==> src/rtl/can_id_filter.sv <==
module can_id_filter #(
  parameter int NBANK  = 2,
  parameter int WORD_W = 32,
  parameter int HIT_W  = 3
) (
  input  logic                    clk,
  input  logic                    rst_n,
  input  logic [1:0]              mode_i,
  input  logic [NBANK*WORD_W-1:0] code_i,
  input  logic [NBANK*WORD_W-1:0] mask_i,
  input  logic [WORD_W-1:0]       id_word_i,
  input  logic                    cmp_i,
  output logic                    accept_o,
  output logic [HIT_W-1:0]        hit_o
);

  localparam logic [1:0] MODE_TWO32 = 2'b00;

  logic [NBANK-1:0] bank_hit;
  logic [HIT_W-1:0] first_hit;
  logic             open_mode;
  logic             any_hit;

  for (genvar k = 0; k < NBANK; k++) begin : g_bank
    wire [WORD_W-1:0] diff = (id_word_i ^ code_i[k*WORD_W +: WORD_W])
                             & ~mask_i[k*WORD_W +: WORD_W];
    assign bank_hit[k] = (diff == '0);
  end

  always_comb begin
    first_hit = '0;
    for (int k = NBANK - 1; k >= 0; k--)
      if (bank_hit[k]) first_hit = HIT_W'(k);
  end

  assign open_mode = (mode_i == MODE_TWO32);
  assign any_hit   = |bank_hit;

  always_ff @(posedge clk or negedge rst_n) begin
    if (!rst_n) begin
      accept_o <= 1'b0;
      hit_o    <= '0;
    end else if (cmp_i) begin
      accept_o <= open_mode && any_hit;
      if (open_mode && any_hit) hit_o <= first_hit;
    end
  end

  AST_HOLD: assert property (@(posedge clk) disable iff (!rst_n)
    !cmp_i |=> ($stable(accept_o) && $stable(hit_o)));
  AST_CLOSED: assert property (@(posedge clk) disable iff (!rst_n)
    (cmp_i && mode_i != MODE_TWO32) |=> (!accept_o && $stable(hit_o)));
  AST_MISS: assert property (@(posedge clk) disable iff (!rst_n)
    (cmp_i && open_mode && !any_hit) |=> (!accept_o && $stable(hit_o)));
  AST_LOW_WINS: assert property (@(posedge clk) disable iff (!rst_n)
    (cmp_i && open_mode && bank_hit[0]) |=> (accept_o && hit_o == '0));
  AST_HIT_RANGE: assert property (@(posedge clk) disable iff (!rst_n)
    accept_o |-> (int'(hit_o) < NBANK));

endmodule

==> config.mk <==
export PLATFORM = sky130hd
export DESIGN_NAME = can_id_filter
export DESIGN_NICKNAME = d
export VERILOG_FILES = /design/src/rtl/can_id_filter.sv
export SDC_FILE = /design/constraint.sdc
export NUM_CORES = 1
export LEC_CHECK = 0
export ABC_AREA = 1
export CORE_ASPECT_RATIO = 0.75
export CORE_MARGIN = 10
export CORE_UTILIZATION = 28
export CTS_CLUSTER_DIAMETER = 120
export CTS_CLUSTER_SIZE = 40
export DETAILED_ROUTE_END_ITERATION = 10
export PLACE_DENSITY = 0.85
export SETUP_SLACK_MARGIN = 0.2
export SYNTH_ARGS = -nofsm -noshare
export SYNTH_HDL_FRONTEND = slang
export SYNTH_SLANG_ARGS = --single-unit
==> constraint.sdc <==
create_clock -name clk -period 0.8 [get_ports clk]
set_input_delay 0.24 -clock clk [delete_from_list [all_inputs] [get_ports clk]]
set_output_delay 0.24 -clock clk [all_outputs]
set_load 0.02 [all_outputs]
# Word level (Yosys, flattened, before mapping)
# Index checks and enable logic that the tools add are counted.
dict set report word_totals {
  wordCells 16
  register_bits 4
}
dict set report classes {
  n_mux 2
  n_bitwise 6
  reduce_logical 6
}
# cell n
set ops {}
lappend ops {{$and 32x32->32} 2}
lappend ops {{$logic_not 32->1} 2}
lappend ops {{$not 32->32} 2}
lappend ops {{$xor 32x32->32} 2}
lappend ops {{$logic_not 2->1} 1}
lappend ops {{$mux 1} 2}
lappend ops {{$reduce_and 2->1} 1}
lappend ops {{$reduce_or 2->1} 1}
lappend ops {{$logic_and 1x1->1} 1}

# Longest topological paths before layout
# Gate-level depths: netlist of the first run.
dict set report depth {
  depth_word 6
  depth_mapped 11
}

# Worst setup path after synthesis of the first run
# No wires, ideal clock.
dict set report synth_path {
  kind {input-to-reg}
  from {in id_word_i[17]}
  to {reg hit_o[0]}
  arrival_ps 959
  slack_ps -222
  cell_stages 10
  required_time_ps 738
  n_path_buf 0
  cell_sequence {or2_0 > nand2_1 > nand2_1 > nor2_1 > nand2_1 > nor2_2 > nand3_2 > nand2_1 > nand2_1 > inv_1}
}
dict set report synth_between {
  elab_chain_len 6
  word_cells_on_any_way 11
  classes_between {2 x mux; 4 x bitwise; 5 x reduce/logical}
}
# element line
set synth_rtl {}
lappend synth_rtl {{from (decl)} 11} ;# input logic [WORD_W-1:0] id_word_i,
lappend synth_rtl {{$xor 32x32->32} 25} ;# wire [WORD_W-1:0] diff = (id_word_i ^ code_i[k*WORD_W +: WORD_W])
lappend synth_rtl {{$and 32x32->32} 26} ;# & ~mask_i[k*WORD_W +: WORD_W];
lappend synth_rtl {{$logic_not 32->1} 27} ;# assign bank_hit[k] = (diff == '0);
lappend synth_rtl {{$reduce_or 2->1} 37} ;# assign any_hit = |bank_hit;
lappend synth_rtl {{$logic_and 1x1->1} 45} ;# if (open_mode && any_hit) hit_o <= first_hit;
lappend synth_rtl {{$reduce_and 2->1 (no source line)} n/a}
lappend synth_rtl {{to (signal assigned)} 45}
lappend synth_rtl {{to (decl)} 14} ;# output logic [HIT_W-1:0] hit_o
# Several ways; a longest one is shown, not always the timed one.
# A chain may end at the register's enable or synchronous reset.

# Worst setup path after layout of the first run
dict set report layout_path {
  from {in code_i[3]}
  to {reg hit_o[0]}
}
dict set report layout_between {
  elab_chain_len 6
  word_cells_on_any_way 7
  classes_between {1 x mux; 2 x bitwise; 4 x reduce/logical}
}
# element line
set layout_rtl {}
lappend layout_rtl {{from (decl)} 9} ;# input logic [NBANK*WORD_W-1:0] code_i,
lappend layout_rtl {{$xor 32x32->32 (*)} 25}
lappend layout_rtl {{$and 32x32->32 (*)} 26}
lappend layout_rtl {{$logic_not 32->1 (*)} 27}
lappend layout_rtl {{$reduce_or 2->1} 37}
lappend layout_rtl {{$logic_and 1x1->1} 45}
lappend layout_rtl {{$reduce_and 2->1 (no source line)} n/a}
# Mark *: on every way between the ends. The rest lies on a longest branch, timed or not.

==> results of run 1 <==
-- cell families after synthesis --
| logic type | Yosys count |
|---|---|
| other | 1 |
| DFF | 2 |
| AOI/OAI and AO/OA | 13 |
| and+or+nand+nor | 246 |
| buffers and inverters | 60 |
| xor gates and xnor gates | 8 |
-- power by group through the flow --
stage                     logic [W]  clock network, W  registers, W
after floorplan            0.000458                 0      0.000103
after global placement      0.00139                 0      0.000103
after detailed placement    0.00143                 0      0.000103
after CTS                   0.00118          0.000453      0.000102
after global routing        0.00131          0.000462      0.000102
final                       0.00117          0.000440      0.000102
-- registers in the layout, summed over array words and instances (netlist names) --
signal    count
accept_o      1
hit_o         1
-- worst max-delay path, cell delays in order --
cell and delay [ns]:
dlygate4sd2_1 0.24, xnor2_1 0.24, o21ai_2 0.11, nor2_2 0.13
nand3_2 0.09, nand2_1 0.07, inv_1 0.03
-- area by class of cell --
type                    instances  area (um2)  area share (%)
well taps                      60        75.1            2.59
diodes                          1        2.50          0.0864
flip-flops and latches          2        51.3            1.77
multi-input cells             269        1230            42.5
repair buffers                169        1270            43.9
inverters                      58         218            7.52
clock buffers                   4        45.0            1.56
-- metal layers --
| metal | routed length, um | vias to the layer above |
|---|---|---|
| met4 | 30 | 0 |
| met1 | 2900 | 1020 |
| met3 | 813 | 4 |
| li1 | - | 1321 |
| met2 | 3870 | 103 |
| met5 | 0 | - |
-- stage by stage --
stage	util [%]	setup TNS [ns]
after floorplan	-	-0.367
after global placement	64.6	-2.37
after detailed placement	64.6	-2.39
after CTS	60.5	-0.844
after global routing	58.8	-1.00
final	58.8	-0.792
-- worst paths after layout --
path / start / to / cells past startpoint
setup / recovery: code_i[3] / hit_o[0]$_DFFE_PN0P_ / 7
hold / removal: rst_n / accept_o$_DFFE_PN0P_ / 1
setup reg to reg: hit_o[0]$_DFFE_PN0P_ / hit_o[0]$_DFFE_PN0P_ / 6
hold reg to reg: accept_o$_DFFE_PN0P_ / accept_o$_DFFE_PN0P_ / 2
max in group asynchronous: rst_n / accept_o$_DFFE_PN0P_ / 1
min in group clk: id_word_i[6] / accept_o$_DFFE_PN0P_ / 7
-- timing repair --
item | CTS | global route
resized for setup | 346 | 53
pin swaps | 161 | 75
buffers inserted | 1 | 0
endpoints found under the setup margin | 4 | 4
-- cells in the final DEF (no fill, tap or decap), types with 2 or more instances in the layout --
master,Yosys,routed
nand2_1,136,134
dlygate4sd2_1,0,76
nor2_1,76,66
inv_1,58,55
buf_2,0,42
clkbuf_2,0,24
nor2_2,2,12
nand3b_1,11,11
clkdlybuf4s15_1,0,11
nand3_1,11,8
nand3_2,3,6
o21ai_1,3,6
xnor2_1,7,6
buf_6,0,6
a21oi_1,5,5
or2_0,4,4
clkdlybuf4s50_1,0,4
inv_2,0,3
clkbuf_8,0,3
buf_4,2,3
nand2_2,0,2
nand4_1,2,2
conb_1,1,2
dlymetal6s2s_1,0,2
==> flow_summary.ini, run 1 <==
[synth]
synth_edf_count = 0
synth-compound-area-share_pct = 4.68
ys.flop_type = dfrtp_1
synth.distinct_cells = 19
yosysMostFrequentCell = nand2_1
seq_area_frac_synth_pct = 3.47
async_flop_share_pct = 100
synth-adder-area-share_pct = 0
syn_area_um2 = 1440
ys_top_cells_by_count = nand2_1 (136), nor2_1 (76), inv_1 (58)
yosys.area.top_type = nand2_1
syn_avg_cell_area_um2 = 4.37
synth_xor_area_share_pct = 4.86
synth_top_family_by_area = simple AND/OR/NAND/NOR gates
synthTopCellsByArea = nand2_1 (35%), nor2_1 (20%), inv_1 (15%)
synthSimpleGateAreaFrac_pct = 70.6
synthMuxAreaShare_pct = 0
synth_top_area_share_pct = 35.4
yosysWarnings = 0
synth-seq-cells = 2
syn_inst = 330

[drt]
final_antenna_net_count = 0
drc = 0
wl_per_cell_um = 13.5
vias = 2448
wirelength_mm = 7.61
drt_iter0_drc = 33
viasPerCell = 4.35
firstDrtPassIters = 4

[place]
dpl.cell_count = 557
place_ws_ns = -0.829
dp_hpwl_mm = 6.90
post_dp_cell_area_um2 = 3180
portBuffers = 166
gp_congestion = 0.804

[grt]
grt_start_max_net_pins = 5
grt_use_met1_pct = 17.1
grt_util_met3_pct = 6.39
grt_pass1_wl_mm = 11.3
top_usage_layer = met2
antenna_found_initial = 1
grt_pass1_vias = 2435
grt_usage_pct = 16.7
gr-total-overflow = 0
grt_use_met2_pct = 32.5

[floorplan]
dieArea_um2 = 8450
start_util_pct = 29.3
coreArea_um2 = 4930
dieHeight_um = 82.2
die-width_um = 103
pin_count = 169
rows = 22

[sta]
final-setup-viol-count = 4
hold_viol_final = 0
fmaxAchievable_mhz = 953
fin_crit_sh_pct = 131
slew_violations = 0
rsz0062_at_grt = true
fin_ws_ns = -0.249
worst_hold_slack_ns = 0.183
fin_skew_ns = 0
period_minus_slack_ns = 1.05

[pwr]
clock_power_share_pct = 25.8
powerDensity_nw_per_um2 = 590
internal_power_w = 0.00108
peakVddDrop_mv = 0.283
combPwrFrac_pct = 68.3
seq_power_share_pct = 6.0
p_leak_nw = 1.77
swShare_pct = 36.9
p_sw_w = 0.000629
p_total_w = 0.00171

[clocking]
clk_pin_slew_ns = 0.03
numCtsBuffers = 3
cts_buffer_depth = 2
ctsHoldBuffers = 0
htree_levels = 1
root_buffer = clkbuf_8
clock_latency_ns = 0.22
cts_tree = built
cts.sinks = 2

[layout]
final_area_um2 = 2900
fin_cells = 563
drive_gt1_share_pct = 21.1
nFillCells = 576
nets = 668
area_growth_pct = 101

[run_status]
failed_checks = setup timing
status = finished, violations left

[worst_setup_path]
path_class = in -> reg
startpoint_type = input pin
critPathCaptureType = flop
critical_path_arrival_ns = 1.16
worstPathMaxFanout = 2
r2r_slack_ns = -0.12
cp.required_ns = 0.91

[flow_run]
drv_cap = 0

[worst_hold_path]
hp-class = in -> async
Note: power is estimated with default switching activity, not from simulation.
==> inputs of run 2 (changes only) <==
ABC_CLOCK_PERIOD_IN_PS = 800   (was unset)
CORE_MARGIN = 4   (was 10)
==> run 2 against run 1 <==
  * The flow still finishes with violations (setup timing)
  * Setup slack lost 0.017 ns
  * Clock skew is the same
  * Critical path depth grew 3
  * Cell count shrank 0.36%
  * Highest routed layer unchanged
==> flow_summary.ini, run 2 (synthesis gave the netlist of run 1 again) <==
[layout]
final_common_cell = nand2_1
antennaDiodeCount = 0
mostFrequentLayoutCells = nand2_1 (131), dlygate4sd2_1 (80), nor2_1 (67)
nets = 667
nFillCells = 554
top_regs = accept_o (1), hit_o (1)
final_area_um2 = 2970
post-route-util_pct = 60.2
area_growth_pct = 106
seq_area_um2 = 51.3
drive_gt1_share_pct = 19.2
multi_input_area_um2 = 1240

[floorplan]
dieArea_um2 = 6380
die-width_um = 90.9
dieHeight_um = 70.2
pin_count = 169
start_util_pct = 29.3
rows = 22
coreArea_um2 = 4930

[sta]
final-setup-viol-count = 4
fin_skew_ns = 0
period_minus_slack_ns = 1.07
hold_viol_final = 0
rsz0062_at_grt = true
fin_crit_sh_pct = 133
slew_violations = 0
fin_ws_ns = -0.267
worst_hold_slack_ns = 0.196
fmaxAchievable_mhz = 937
fin_setup_tns_ns = -0.794

[worst_setup_path]
slowest_stage = dlygate4sd2_1
startpoint_type = input pin
worstSetupStartpoint = id_word_i[30]
critical_path_arrival_ns = 1.21
worstPathMaxFanout = 4
cp.required_ns = 0.94
path_class = in -> reg
r2r-start = hit_o[0]$_DFFE_PN0P_
critPathCaptureType = flop
crit_chain = dlygate4sd2_1, nor2_1, nor2_1, nand2_1, nand4_1, nor2_1, nand3_2, nand2_1, nand2_1, inv_1
slowest_delay_ns = 0.28

[grt]
antenna_found_initial = 0
grt_start_max_net_pins = 5
gr-total-overflow = 0
grt_pass1_wl_mm = 10.2
grt_usage_pct = 19.3
grt_pass1_vias = 2413

[place]
dp_hpwl_mm = 5.86
post_dp_cell_area_um2 = 3180
portBuffers = 166
gp_congestion = 0.763

[pwr]
p_leak_nw = 1.78
p_total_w = 0.00172
p_sw_w = 0.000613
powerDensity_nw_per_um2 = 579
combPwrFrac_pct = 69.6
seq_power_share_pct = 5.9
peakVddDrop_mv = 0.275
internal_power_w = 0.00111
clock_power_share_pct = 24.4
swShare_pct = 35.7

[drt]
firstDrtPassIters = 4
final_antenna_net_count = 0
drc = 0
drt_iter0_drc = 44
viasPerCell = 4.38
wl_per_cell_um = 11.7
vias = 2455
wirelength_mm = 6.57

[clocking]
cts_setup_buffers = 0
clock_latency_ns = 0.21
ctsHoldBuffers = 0
numCtsBuffers = 3
clk_pin_slew_ns = 0.03
root_buffer = clkbuf_8
cts_buffer_depth = 2
cts.sinks = 2
cts_tree = built
htree_levels = 1

[run_status]
status = finished, violations left
failed_checks = setup timing

[flow_run]
drv_cap = 0

[worst_hold_path]
hp-class = in -> async
-- run 2: changes by cell type in the layout (fill, tap and decap cells not counted), sizes merged --
cell and delta:
clkbuf -2, diode -1, dlymetal6s2s -1, clkdlybuf4s15 +9, dlygate4sd2 +4, clkdlybuf4s50 +2, buf -13
-- run 2: area by class of cell --
cell class | instances | area share (%)
Multi-Input combinational cell | 269 | 41.8
Clock buffer | 4 | 1.52
Sequential cell | 2 | 1.73
Tap cell | 60 | 2.53
Inverter | 58 | 7.34
Timing Repair Buffer | 168 | 45.1
-- run 2: critical path: cells and delay by family --
kind,cells,cell delay (ns)
buffers and inverters,2,0.32
and+or+nand+nor,8,0.65
-- run 2: worst paths after layout --
path / slack (ns) / to / depth (start not counted)
min: 0.20 / accept_o$_DFFE_PN0P_ / 1
max reg2reg: 0.01 / hit_o[0]$_DFFE_PN0P_ / 5
max: -0.27 / hit_o[0]$_DFFE_PN0P_ / 10
max in group asynchronous: 0.47 / accept_o$_DFFE_PN0P_ / 1
min reg2reg: 0.52 / accept_o$_DFFE_PN0P_ / 2
min in group clk: 0.51 / accept_o$_DFFE_PN0P_ / 7
-- run 2: power by group through the flow --
stage	clock network, W	logic [W]	registers (W)
6_report	0.000420	0.00120	0.000102
5_1_grt	0.000459	0.00135	0.000102
4_1_cts	0.000431	0.00121	0.000102
3_5_place_dp	0	0.00143	0.000103
3_3_place_gp	0	0.00140	0.000103
2_1_floorplan	0	0.000458	0.000103
-- run 2: metal layers --
layer / share of wire, % / wire (um) / global-route usage (%) / vias up
li1: - / - / - / 1316
met2: 50 / 3280 / 37.6 / 110
met1: 39 / 2550 / 20.3 / 1019
met3: 9.4 / 618 / 5.71 / 10
met4: 1.8 / 118 / 4.35 / 0
met5: 0 / 0 / 0 / -
-- run 2: repair_timing --
action | 4_1_cts | 5_1_grt
setup endpoints to repair | 4 | 4
resized for setup | 317 | 56
pin swaps | 150 | 75
-- run 2: through the flow --
stage / instances / setup slack, ns
finish: 561 / -0.267
global route: 561 / -0.363
CTS: 561 / -0.292
detailed placement: 557 / -0.840
global placement: 557 / -0.838
floorplan: 331 / -0.214
